===== config.mk =====
export PLATFORM = sky130hd
export DESIGN_NAME = intr_route_regs
export DESIGN_NICKNAME = d
export VERILOG_FILES = /design/src/rtl/intr_route_pkg.sv /design/src/rtl/intr_route_decode.sv /design/src/rtl/intr_route_entry.sv /design/src/rtl/intr_route_event.sv /design/src/rtl/intr_route_rdmux.sv /design/src/rtl/intr_route_regs.sv
export SDC_FILE = /design/constraint.sdc
export NUM_CORES = 2
export LEC_CHECK = 0
export CORE_AREA = 4 4 653 655
export CTS_BUF_LIST = sky130_fd_sc_hd__clkbuf_8
export DETAILED_ROUTE_END_ITERATION = 16
export DIE_AREA = 0 0 657 659
export PLACE_DENSITY_LB_ADDON = 0.25
export SYNTH_ARGS = -nofsm -noshare
export SYNTH_HDL_FRONTEND = slang
export SYNTH_SLANG_ARGS = --single-unit

===== constraint.sdc =====
create_clock -name clk -period 7.5 [get_ports clk]
set_input_delay 1.125 -clock clk [delete_from_list [all_inputs] [get_ports clk]]
set_output_delay 1.125 -clock clk [all_outputs]
set_load 0.03 [all_outputs]

===== src/rtl/intr_route_pkg.sv =====
package intr_route_pkg;

   // Bus offsets within the 8-bit decoded space
   localparam logic [7:0] OFF_SEL = 8'h00;
   localparam logic [7:0] OFF_WIN = 8'h10;

   // Select indices
   localparam logic [7:0] IDX_ID  = 8'h00;
   localparam logic [7:0] IDX_VER = 8'h01;
   localparam logic [7:0] IDX_ARB = 8'h02;
   localparam logic [7:0] IDX_TBL = 8'h10;

   // Entry bit positions
   localparam int F_POL    = 13;
   localparam int F_REMOTE = 14;
   localparam int F_TRIG   = 15;
   localparam int F_MASK   = 16;

   localparam int ENT_W  = 64;
   localparam int HALF_W = 32;

   typedef enum logic [2:0] {
      TGT_NONE,
      TGT_ID,
      TGT_VER,
      TGT_ARB,
      TGT_ENT
   } win_tgt_e;

endpackage


===== src/rtl/intr_route_decode.sv =====
module intr_route_decode
   import intr_route_pkg::*;
#(
   parameter int NPINS = 24,
   parameter int SEL_W = 8,
   localparam int PW = $clog2(NPINS)
) (
   input  logic             bus_wr,
   input  logic             bus_rd,
   input  logic [7:0]       bus_addr,
   input  logic [3:0]       bus_len,
   input  logic [SEL_W-1:0] sel_q,
   output logic             align_err,
   output logic             sel_we,
   output logic             win_we,
   output logic             sel_re,
   output logic             win_re,
   output win_tgt_e         tgt,
   output logic [PW-1:0]    ent_idx,
   output logic             ent_hi
);

   localparam logic [SEL_W-2:0] NP_L = NPINS[SEL_W-2:0];

   logic             aligned;
   logic             len_ok;
   logic             wr_ok;
   logic             rd_ok;
   logic [SEL_W-1:0] tbl_off;
   logic [SEL_W-2:0] raw_idx;
   logic             in_tbl;

   always_comb begin
      aligned   = (bus_addr[3:0] == 4'h0);
      align_err = (bus_wr | bus_rd) & ~aligned;
      len_ok    = (bus_len == 4'd4) || (bus_len == 4'd8);
      wr_ok     = bus_wr & aligned & len_ok;
      rd_ok     = bus_rd & aligned;
      sel_we    = wr_ok && (bus_addr == OFF_SEL);
      win_we    = wr_ok && (bus_addr == OFF_WIN);
      sel_re    = rd_ok && (bus_addr == OFF_SEL);
      win_re    = rd_ok && (bus_addr == OFF_WIN);
   end

   // Entry index arithmetic on the select value
   always_comb begin
      tbl_off = sel_q - IDX_TBL[SEL_W-1:0];
      raw_idx = tbl_off[SEL_W-1:1];
      ent_hi  = tbl_off[0];
      in_tbl  = (sel_q >= IDX_TBL[SEL_W-1:0]) && (raw_idx < NP_L);
      ent_idx = raw_idx[PW-1:0];
   end

   always_comb begin
      if (in_tbl)                             tgt = TGT_ENT;
      else if (sel_q == IDX_ID[SEL_W-1:0])    tgt = TGT_ID;
      else if (sel_q == IDX_VER[SEL_W-1:0])   tgt = TGT_VER;
      else if (sel_q == IDX_ARB[SEL_W-1:0])   tgt = TGT_ARB;
      else                                    tgt = TGT_NONE;
   end

endmodule


===== src/rtl/intr_route_entry.sv =====
module intr_route_entry
   import intr_route_pkg::*;
(
   input  logic              clk,
   input  logic              rst_n,
   input  logic              we_lo,
   input  logic              we_hi,
   input  logic [HALF_W-1:0] wdata,
   input  logic              ack,
   output logic [ENT_W-1:0]  ent,
   output logic              mask_flip,
   output logic              lvl_after
);

   localparam logic [ENT_W-1:0] ENT_RST = ENT_W'(1) << F_MASK;

   logic [ENT_W-1:0]  ent_q;
   logic [HALF_W-1:0] lo_new;

   always_comb begin
      lo_new           = wdata;
      lo_new[F_REMOTE] = 1'b0;
      mask_flip        = we_lo && (wdata[F_MASK] != ent_q[F_MASK]);
      lvl_after        = we_lo ? wdata[F_TRIG] : ent_q[F_TRIG];
   end

   always_ff @(posedge clk or negedge rst_n) begin
      if (!rst_n) begin
         ent_q <= ENT_RST;
      end else begin
         if (we_hi)
            ent_q[ENT_W-1:HALF_W] <= wdata;
         if (we_lo)
            ent_q[HALF_W-1:0] <= lo_new;
         else if (ack && ent_q[F_TRIG])
            ent_q[F_REMOTE] <= 1'b1;
      end
   end

   assign ent = ent_q;

endmodule


===== src/rtl/intr_route_event.sv =====
module intr_route_event #(
   parameter int NPINS = 24,
   localparam int PW = $clog2(NPINS)
) (
   input  logic          clk,
   input  logic          rst_n,
   input  logic          hit,
   input  logic [PW-1:0] idx,
   input  logic          flip,
   input  logic          new_mask,
   input  logic          lvl,
   input  logic          pend,
   output logic          mask_evt,
   output logic [PW-1:0] mask_evt_pin,
   output logic          mask_evt_val,
   output logic          svc_req,
   output logic [PW-1:0] svc_pin
);

   always_ff @(posedge clk or negedge rst_n) begin
      if (!rst_n) begin
         mask_evt     <= 1'b0;
         mask_evt_pin <= '0;
         mask_evt_val <= 1'b0;
         svc_req      <= 1'b0;
         svc_pin      <= '0;
      end else begin
         mask_evt <= hit & flip;
         svc_req  <= hit & lvl & pend;
         if (hit & flip) begin
            mask_evt_pin <= idx;
            mask_evt_val <= new_mask;
         end
         if (hit & lvl & pend)
            svc_pin <= idx;
      end
   end

endmodule


===== src/rtl/intr_route_rdmux.sv =====
module intr_route_rdmux
   import intr_route_pkg::*;
#(
   parameter int NPINS = 24,
   parameter logic [7:0] VERSION = 8'h11,
   parameter int SEL_W = 8
) (
   input  logic             sel_re,
   input  logic             win_re,
   input  logic [SEL_W-1:0] sel_q,
   input  win_tgt_e         tgt,
   input  logic [3:0]       id_q,
   input  logic [ENT_W-1:0] ent_sel,
   input  logic             ent_hi,
   output logic [31:0]      rdata
);

   localparam logic [7:0]  PMAX    = 8'(NPINS - 1);
   localparam logic [31:0] VER_WRD = {8'h00, PMAX, 8'h00, VERSION};

   logic [31:0] win_val;

   always_comb begin
      unique case (tgt)
         TGT_ID,
         TGT_ARB: win_val = {4'h0, id_q, 24'h0};
         TGT_VER: win_val = VER_WRD;
         TGT_ENT: win_val = ent_hi ? ent_sel[ENT_W-1:HALF_W] : ent_sel[HALF_W-1:0];
         default: win_val = 32'h0;
      endcase
   end

   always_comb begin
      if (sel_re)      rdata = 32'(sel_q);
      else if (win_re) rdata = win_val;
      else             rdata = 32'h0;
   end

endmodule


===== src/rtl/intr_route_regs.sv =====
module intr_route_regs
   import intr_route_pkg::*;
#(
   parameter int NPINS = 24,
   parameter logic [7:0] VERSION = 8'h11,
   localparam int PW = $clog2(NPINS)
) (
   input  logic                 clk,
   input  logic                 rst_n,
   input  logic                 bus_wr,
   input  logic                 bus_rd,
   input  logic [7:0]           bus_addr,
   input  logic [3:0]           bus_len,
   input  logic [31:0]          bus_wdata,
   output logic [31:0]          bus_rdata,
   output logic                 align_err,
   input  logic [NPINS-1:0]     irq_lvl,
   input  logic [NPINS-1:0]     dlv_ack,
   output logic [64*NPINS-1:0]  route_tbl,
   output logic                 mask_evt,
   output logic [PW-1:0]        mask_evt_pin,
   output logic                 mask_evt_val,
   output logic                 svc_req,
   output logic [PW-1:0]        svc_pin
);

   localparam int SEL_W = 8;

   if (NPINS < 2 || NPINS > 120) begin : g_bad_npins
      $error("intr_route_regs: NPINS must lie in 2..120");
   end

   logic [SEL_W-1:0] sel_q;
   logic [3:0]       id_q;
   logic [NPINS-1:0] pend_q;
   logic             sel_we;
   logic             win_we;
   logic             sel_re;
   logic             win_re;
   win_tgt_e         tgt;
   logic [PW-1:0]    ent_idx;
   logic             ent_hi;
   logic             ent_hit;

   logic [ENT_W-1:0] ent_arr [NPINS];
   logic [NPINS-1:0] flip_vec;
   logic [NPINS-1:0] lvl_vec;

   intr_route_decode #(.NPINS(NPINS), .SEL_W(SEL_W)) u_decode (
      .bus_wr    (bus_wr),
      .bus_rd    (bus_rd),
      .bus_addr  (bus_addr),
      .bus_len   (bus_len),
      .sel_q     (sel_q),
      .align_err (align_err),
      .sel_we    (sel_we),
      .win_we    (win_we),
      .sel_re    (sel_re),
      .win_re    (win_re),
      .tgt       (tgt),
      .ent_idx   (ent_idx),
      .ent_hi    (ent_hi)
   );

   assign ent_hit = win_we && (tgt == TGT_ENT);

   always_ff @(posedge clk or negedge rst_n) begin
      if (!rst_n) begin
         sel_q  <= '0;
         id_q   <= '0;
         pend_q <= '0;
      end else begin
         pend_q <= irq_lvl;
         if (sel_we)
            sel_q <= bus_wdata[SEL_W-1:0];
         if (win_we && (tgt == TGT_ID))
            id_q <= bus_wdata[27:24];
      end
   end

   for (genvar n = 0; n < NPINS; n++) begin : g_ent
      logic we_lo;
      logic we_hi;

      assign we_lo = ent_hit && !ent_hi && (ent_idx == PW'(n));
      assign we_hi = ent_hit &&  ent_hi && (ent_idx == PW'(n));

      intr_route_entry u_ent (
         .clk       (clk),
         .rst_n     (rst_n),
         .we_lo     (we_lo),
         .we_hi     (we_hi),
         .wdata     (bus_wdata),
         .ack       (dlv_ack[n]),
         .ent       (ent_arr[n]),
         .mask_flip (flip_vec[n]),
         .lvl_after (lvl_vec[n])
      );

      assign route_tbl[ENT_W*n +: ENT_W] = ent_arr[n];
   end

   intr_route_event #(.NPINS(NPINS)) u_event (
      .clk          (clk),
      .rst_n        (rst_n),
      .hit          (ent_hit),
      .idx          (ent_idx),
      .flip         (flip_vec[ent_idx]),
      .new_mask     (bus_wdata[F_MASK]),
      .lvl          (lvl_vec[ent_idx]),
      .pend         (pend_q[ent_idx]),
      .mask_evt     (mask_evt),
      .mask_evt_pin (mask_evt_pin),
      .mask_evt_val (mask_evt_val),
      .svc_req      (svc_req),
      .svc_pin      (svc_pin)
   );

   intr_route_rdmux #(.NPINS(NPINS), .VERSION(VERSION), .SEL_W(SEL_W)) u_rdmux (
      .sel_re  (sel_re),
      .win_re  (win_re),
      .sel_q   (sel_q),
      .tgt     (tgt),
      .id_q    (id_q),
      .ent_sel (ent_arr[ent_idx]),
      .ent_hi  (ent_hi),
      .rdata   (bus_rdata)
   );

endmodule


Word level (Yosys, flattened, before mapping)
Cells that the tools add are included.
{"block": "classes", "n_bitwise": 10, "magnitude_cmp": 4, "n_eq_ne": 56, "addsub": 1, "n_reduce_logical": 136, "n_mux": 89}
{"cell": "$bmux W64 S5", "count": 1}
{"cell": "$mux W64", "count": 2}
{"cell": "$logic_and A1 B1 Y1", "count": 105}
{"cell": "$mux W32", "count": 3}
{"cell": "$pmux W32 S3", "count": 1}
{"cell": "$mux W1", "count": 75}
{"cell": "$reduce_bool A2 Y1", "count": 24}
{"cell": "$eq A5 B4 Y1 const B", "count": 8}
{"cell": "$eq A5 B5 Y1 const B", "count": 8}
{"cell": "$ne A1 B1 Y1", "count": 24}
{"cell": "$eq A5 B3 Y1 const B", "count": 4}
{"cell": "$logic_not A8 Y1", "count": 2}
{"cell": "$bmux W1 S5", "count": 3}
{"cell": "$eq A5 B2 Y1 const B", "count": 2}
{"cell": "$mux W3", "count": 3}
{"cell": "$eq A8 B1 Y1 const B", "count": 1}
{"cell": "$eq A8 B2 Y1 const B", "count": 1}
{"cell": "$eq A8 B5 Y1 const B", "count": 1}
{"cell": "$ge A8 B5 Y1 const B", "count": 1}
{"cell": "$sub A8 B5 Y8 const B", "count": 1}
{"cell": "$and A1 B1 Y1", "count": 7}
{"cell": "$lt A7 B5 Y1 const B", "count": 1}
{"cell": "$eq A3 B2 Y1 const B", "count": 2}
{"cell": "$ge A6 B6 Y1 const B", "count": 1}
{"cell": "15 further kinds", "count": 15}
{"block": "word_totals", "elab_cells": 376, "input_bits": 96, "register_bits": 1585, "output_inout_bits": 1582}

Depth between registers and ports, before layout
{"block": "depth", "depth_word": 14, "mapped_depth": 16, "mapped_depth_nobuf": 11}

Hierarchy
From an unflattened synthesis, not the netlist that was laid out.
{"block": "hier_totals", "hier_cells": 5239, "area_unflattened_um2": 80648.6}
{"mod": "intr_route_entry", "cells_each": 139, "n_inst": 24, "area_per_inst_um2": 2665.1, "seq_area_each_um2": 1602.8}
{"mod": "intr_route_regs", "cells_each": 1752, "n_inst": 1, "area_per_inst_um2": 15318.4, "seq_area_each_um2": 900.9}
{"mod": "intr_route_rdmux", "cells_each": 90, "n_inst": 1, "area_per_inst_um2": 688.2, "seq_area_each_um2": 0.0}
{"mod": "intr_route_event", "cells_each": 28, "n_inst": 1, "area_per_inst_um2": 473.0, "seq_area_each_um2": 325.3}
{"mod": "intr_route_decode", "cells_each": 33, "n_inst": 1, "area_per_inst_um2": 207.7, "seq_area_each_um2": 0.0}

Worst setup path before layout
OpenSTA, ideal clock, no wires.
{"block": "synth_timing", "kind": "register to output", "start": "reg sel_q[4]", "end": "out bus_rdata[13]", "path_buffers": 6, "required_ps": 6375, "t_arrival_ps": 3492, "stages_incl_launch_ff": 12, "slack_ps": 2883, "cell_sequence": "dfrtp_1 buf_2 inv_1 clkbuf_1 buf_1 ha_1 clkbuf_1 clkbuf_1 nor2_1 clkbuf_1 a22oi_1 a211oi_1"}
{"block": "synth_between", "word_cells_on_any_way": 24, "cone_classes": "add/sub: 1; order compare: 2; eq/ne: 6; mux: 11; bitwise: 1; reduce/logical: 3"}
{"item": "start, declared", "line": "intr_route_regs.sv:33", "source": "logic [SEL_W-1:0] sel_q;"}
{"item": "start signal, assigned", "line": "intr_route_regs.sv:75", "source": "sel_q <= bus_wdata[SEL_W-1:0];"}
{"item": "$sub A8 B5 Y8 *", "line": "intr_route_decode.sv:47", "source": "tbl_off = sel_q - IDX_TBL[SEL_W-1:0];"}
{"item": "named net ent_idx[3]", "line": "intr_route_regs.sv:41", "source": "logic [PW-1:0] ent_idx;"}
{"item": "$lt A7 B5 Y1 or $not A5 Y6 (tied branches)", "line": "intr_route_decode.sv:50, intr_route_regs.sv:125"}
{"item": "$logic_and A1 B1 Y1 or $bmux W64 S5 (tied branches)", "line": "intr_route_decode.sv:50, intr_route_regs.sv:125"}
{"item": "$mux W3 or $mux W64 (tied branches)", "line": "intr_route_decode.sv:55, intr_route_regs.sv:125"}
{"item": "$eq A3 B1 Y1 (tied with other cells)", "line": "intr_route_rdmux.sv:24", "source": "unique case (tgt)"}
{"item": "$reduce_or A2 Y1 or $mux W32 (tied branches)", "line": "intr_route_rdmux.sv:24, intr_route_rdmux.sv:28"}
{"item": "$pmux W32 S3 *", "line": "intr_route_rdmux.sv:24"}
{"item": "$mux W32 *", "line": "intr_route_rdmux.sv:35", "source": "else if (win_re) rdata = win_val;"}
{"item": "$mux W32 *", "line": "intr_route_rdmux.sv:34", "source": "if (sel_re) rdata = 32'(sel_q);"}
{"item": "end, declared", "line": "intr_route_regs.sv:15", "source": "output logic [31:0] bus_rdata,"}
The timed path passes the listed nets; every way through them passes the cells marked *. The select of a mux whose other input is x is not followed.

Worst setup path in the final report
{"block": "layout_timing", "start": "reg sel_q[1]", "end": "out bus_rdata[17]"}
{"block": "layout_between", "elab_chain_cells": 10, "word_cells_on_any_way": 24, "cone_classes": "add/sub: 1; order compare: 2; eq/ne: 6; mux: 11; bitwise: 1; reduce/logical: 3"}
{"item": "branches (longest 7 deep; another with $sub A8 B5 Y8)"}
{"item": "$pmux W32 S3 *", "line": "intr_route_rdmux.sv:24"}
{"item": "$mux W32 *", "line": "intr_route_rdmux.sv:35"}
{"item": "$mux W32 *", "line": "intr_route_rdmux.sv:34"}
Mark *: on every way between the ends. The select of a mux whose other input is x is not followed.

==> parameters.txt <==
Parameter                              Value

Run status
  Run status    completed

Synthesis
  Main combinational cell family by area after synthesis    multiplexers
  Unique masters post-synth    69
  Post-synthesis cell count    4587
  Library cell with the highest instance count after synthesis    dfrtp_1
  Synthesized-area fraction occupied by adder cells    0.000346
  Area share of and/or/nand/nor cells after synthesis    0.0231
  Commonest cells post-synth    dfrtp_1, mux2_2, mux4_2, clkbuf_1, nand2_1
  Syn Area/Cell    15.8 µm²
  Synthesis Warnings    0
  Dominant cell type by area after synthesis    dfrtp_1
  #FFs+latches synth    1585
  Compound-cell area share of the yosys netlist    0.0136
  Area contributors post-synth    dfrtp_1, mux2_2, mux4_2
  Top flip-flop cell by instance count after synthesis    dfrtp_1
  Register area share after synthesis    0.548
  Share of synthesized flip-flops with an asynchronous set or reset    1.00
  Netlist area before placement    0.0724 mm²
  Share of the synthesized netlist area taken by xor and xnor gates    0.00121
  Fraction of post-synthesis cell area in the top cell type by area    0.540
  Number of enable flip-flop cells after synthesis    0
  Multiplexer share of the synthesized area    0.387
  Number of nets in the synthesized netlist    4685

Worst setup path
  Sum of buffers and inverters on the critical path    3
  Data arrival at the endpoint of the critical path    5.51 ns
  Critical path's most frequent cell    mux4_2
  Critical Path Fanout Max    25
  Req. time, crit path    6.38 ns
  Gate family responsible for the most delay along the worst path    buffers and inverters
  Cell-by-cell listing of the critical path    buf_12 > buf_4 > mux4_2 > mux4_2 > mux2i_1 > o21ai_0 > nand2_1 > a21oi_1 > clkdlybuf4s50_1
  CP max-delay cell    dfrtp_4
  Startpoint-to-endpoint class of the critical path    reg -> out
  Endpoint class of the critical path    output port
  Max incr delay on CP    0.90 ns
  Startpoint type of the worst setup path    register

Clocking
  Cts repair resizes    0
  Buffers inserted by post-CTS timing repair    0
  Register clock-pin slew on the reported worst setup and hold paths    0.06 ns
  Number of levels in the clock H-tree    5
  TritonCTS sink count    1585
  Library cell used as clock root buffer    clkbuf_8
  Maximum clock path buffer count    4
  Clock insertion delay at the later pin of the skew report    1.08 ns
  CTS tree    done
  CTS Buf Count    322

GRT
  First-pass GRT wire length    595000 µm
  Number of antenna violations at the first check in global routing    62
  Maximum number of pins on one net before global-route repair    155
  Global routing usage summed across all routing layers    0.205
  Vias in the first global route    55464
  Overall overflow remaining after global route    0

Cells and area
  Multi-input logic area    0.0312 mm²
  Fraction of the core area covered by cells at the end of the flow    0.245
  Number of filler instances in the final layout    43923
  Register area    0.0397 mm²
  Area growth syn-to-layout    42.1%
  Fraction of layout cells with a size suffix above 1    0.416
  Net total in the final layout    6416

Timing
  Aggregate negative setup slack    0 ns
  Share of the clock period used by the worst path after layout    0.885
  Number of pins exceeding their max-slew limit in the final report    0
  Shortest period the worst path allows    6.64 ns
  Worst Hold Margin    0.400 ns
  Final setup viols    0
  RSZ-0062 raised after global routing    no
  Fmax    0.151 GHz
  Actual transition at the worst max-transition pin    1.26 ns
  Final worst clock skew    0.0882 ns
  Worst rel slew slack    0.159
  Final-report hold violation count    0

Place
  Routability congestion estimate    0.852
  Hpwl dp    342000 µm
  Number of input and output port buffers inserted    1677

Pwr
  Leakage dissipation    0.0448 µW
  Sw power    4730 µW
  Switching Fraction    0.256
  Clock share of power    0.507
  Part of the power in registers    0.464
  Peak ir drop on the vdd network    0.107 mV
  Power per standard cell area    180 mW/mm²
  Portion of total power attributed to combinational logic    0.029
  Internal cell power    13700 µW

Floorplan
  Ports placed on the boundary    1678
  Core outline area    0.420 mm²
  DIE HEIGHT    659 µm
  Effective utilization at floorplan    0.172
  Horizontal extent of the die    657 µm
  Die area    0.433 mm²
  Row count    238

Routing
  DRC violations left    0
  Post-route ant nets    0
  Vias    53965
  WL per Instance    38.1 µm
  Initial DRC count    4184
  Via-to-Cell Ratio    4.46
  Number of iterations in the first detailed-routing pass    5
  Routed wire length    461000 µm

Min path
  Hold Crit Class    in -> reg

Job
  Max Cap Viol    0
## metal layers
metal  vias to the layer above  share of wire  track usage
li1                      20772              -            -
met1                     29944           0.39        0.245
met2                      2569           0.50        0.355
met3                       670          0.066       0.0507
met4                        10          0.041       0.0744
met5                         -        0.00014            0
## cell type report
type	instances	area share
clock inverters	147	0.00915
well taps	5520	0.0672
flip-flops and latches	1585	0.386
multi-input cells	2538	0.303
diodes	42	0.00102
repair buffers	1864	0.179
clock buffers	402	0.0538
inverters	7	0.000329
## power by group through the flow
stage	Sequential, µW	Combinational (µW)	Clock, µW
3_3_place_gp	8720	542	0
4_1_cts	8570	552	9750
3_5_place_dp	8720	550	0
2_1_floorplan	8720	144	0
6_report	8570	529	9380
5_1_grt	8570	581	10100
## final timing paths
| path | from | end | slack, ns | depth (start not counted) |
|---|---|---|---|---|
| max | sel_q[1]$_DFFE_PN0P_ | bus_rdata[17] | 0.86 | 9 |
| min | bus_wdata[21] | g_ent[22].u_ent.ent[53]$_DFFE_PN0P_ | 0.40 | 2 |
| max reg2reg | sel_q[4]$_DFFE_PN0P_ | u_event.svc_pin[2]$_DFFE_PN0P_ | 2.25 | 12 |
| min reg2reg | g_ent[12].u_ent.ent[31]$_DFFE_PN0N_ | g_ent[12].u_ent.ent[31]$_DFFE_PN0N_ | 0.50 | 2 |
| max in group asynchronous | rst_n | g_ent[16].u_ent.ent[51]$_DFFE_PN0P_ | 4.59 | 4 |
| min in group asynchronous | rst_n | sel_q[2]$_DFFE_PN0P_ | 0.75 | 2 |
## per-stage QoR
stage	cells	worst slack [ns]	power [µW]	area, µm²
6_report	12105	0.862	18500	103000
5_1_grt	12083	0.606	19200	103000
4_1_cts	12063	0.560	18900	103000
3_5_place_dp	11513	1.54	9270	96200
3_3_place_gp	11513	1.52	9260	96200
2_1_floorplan	4587	2.88	8860	72400
## cells in the final DEF (no fill, tap or decap), types with 5 or more instances in the layout
cell type        synthesis  layout
o21ai_0                 40      40
nand3_4                  0       6
mux2i_1                 18      18
nand3_1                 23      17
buf_2                  121      29
nand2_4                  0      10
inv_6                    0       6
a21oi_1                 43      43
clkbuf_8                 0     402
nand4_1                 10      10
mux2_2                1475    1475
mux4_2                 478     478
mux2_1                  35      35
xnor2_1                  7       7
nand2_1                173     163
a31oi_1                  6       6
diode_2                  0      42
clkinv_2                 0      24
dfrtp_1               1561    1557
dfstp_2                 24      24
clkinv_8                 0       6
clkinvlp_4               0       5
nor3_2                   1       5
inv_1                    7     101
nor2_4                   1      23
nor2_1                  84      66
nor2b_1                  8       7
nor3_1                  13       9
clkdlybuf4s50_1          0    1644
a22oi_1                 32      32
buf_12                   0      32
nor4_1                   5       5
buf_4                    4     157
bufinv_16                0       8
## sequential cells by signal (all words and copies together) (netlist names)
register and count:
pend_q 24, id_q 4, u_event.mask_evt_pin 5, u_event.svc_pin 5, u_event.svc_req 1, sel_q 8, g_ent.u_ent.ent 1536, u_event.mask_evt 1
u_event.mask_evt_val 1
## cell families (layout without fill, tap and decap cells)
| logic type | Yosys count | after routing |
|---|---|---|
| fa+ha+maj | 2 | 2 |
| simple gates | 361 | 361 |
| flops | 1585 | 1585 |
| compound gates | 155 | 155 |
| other cells | 0 | 42 |
| xor+xnor | 10 | 10 |
| mux | 2010 | 2010 |
| buf+inv | 464 | 2420 |
## timing repair
action / CTS / global route
setup endpoints to repair: 0 / 0
hold buffers: 1 / 0
endpoints found under the hold margin: 43 / 0
Note: power is estimated with default switching activity, not from simulation.
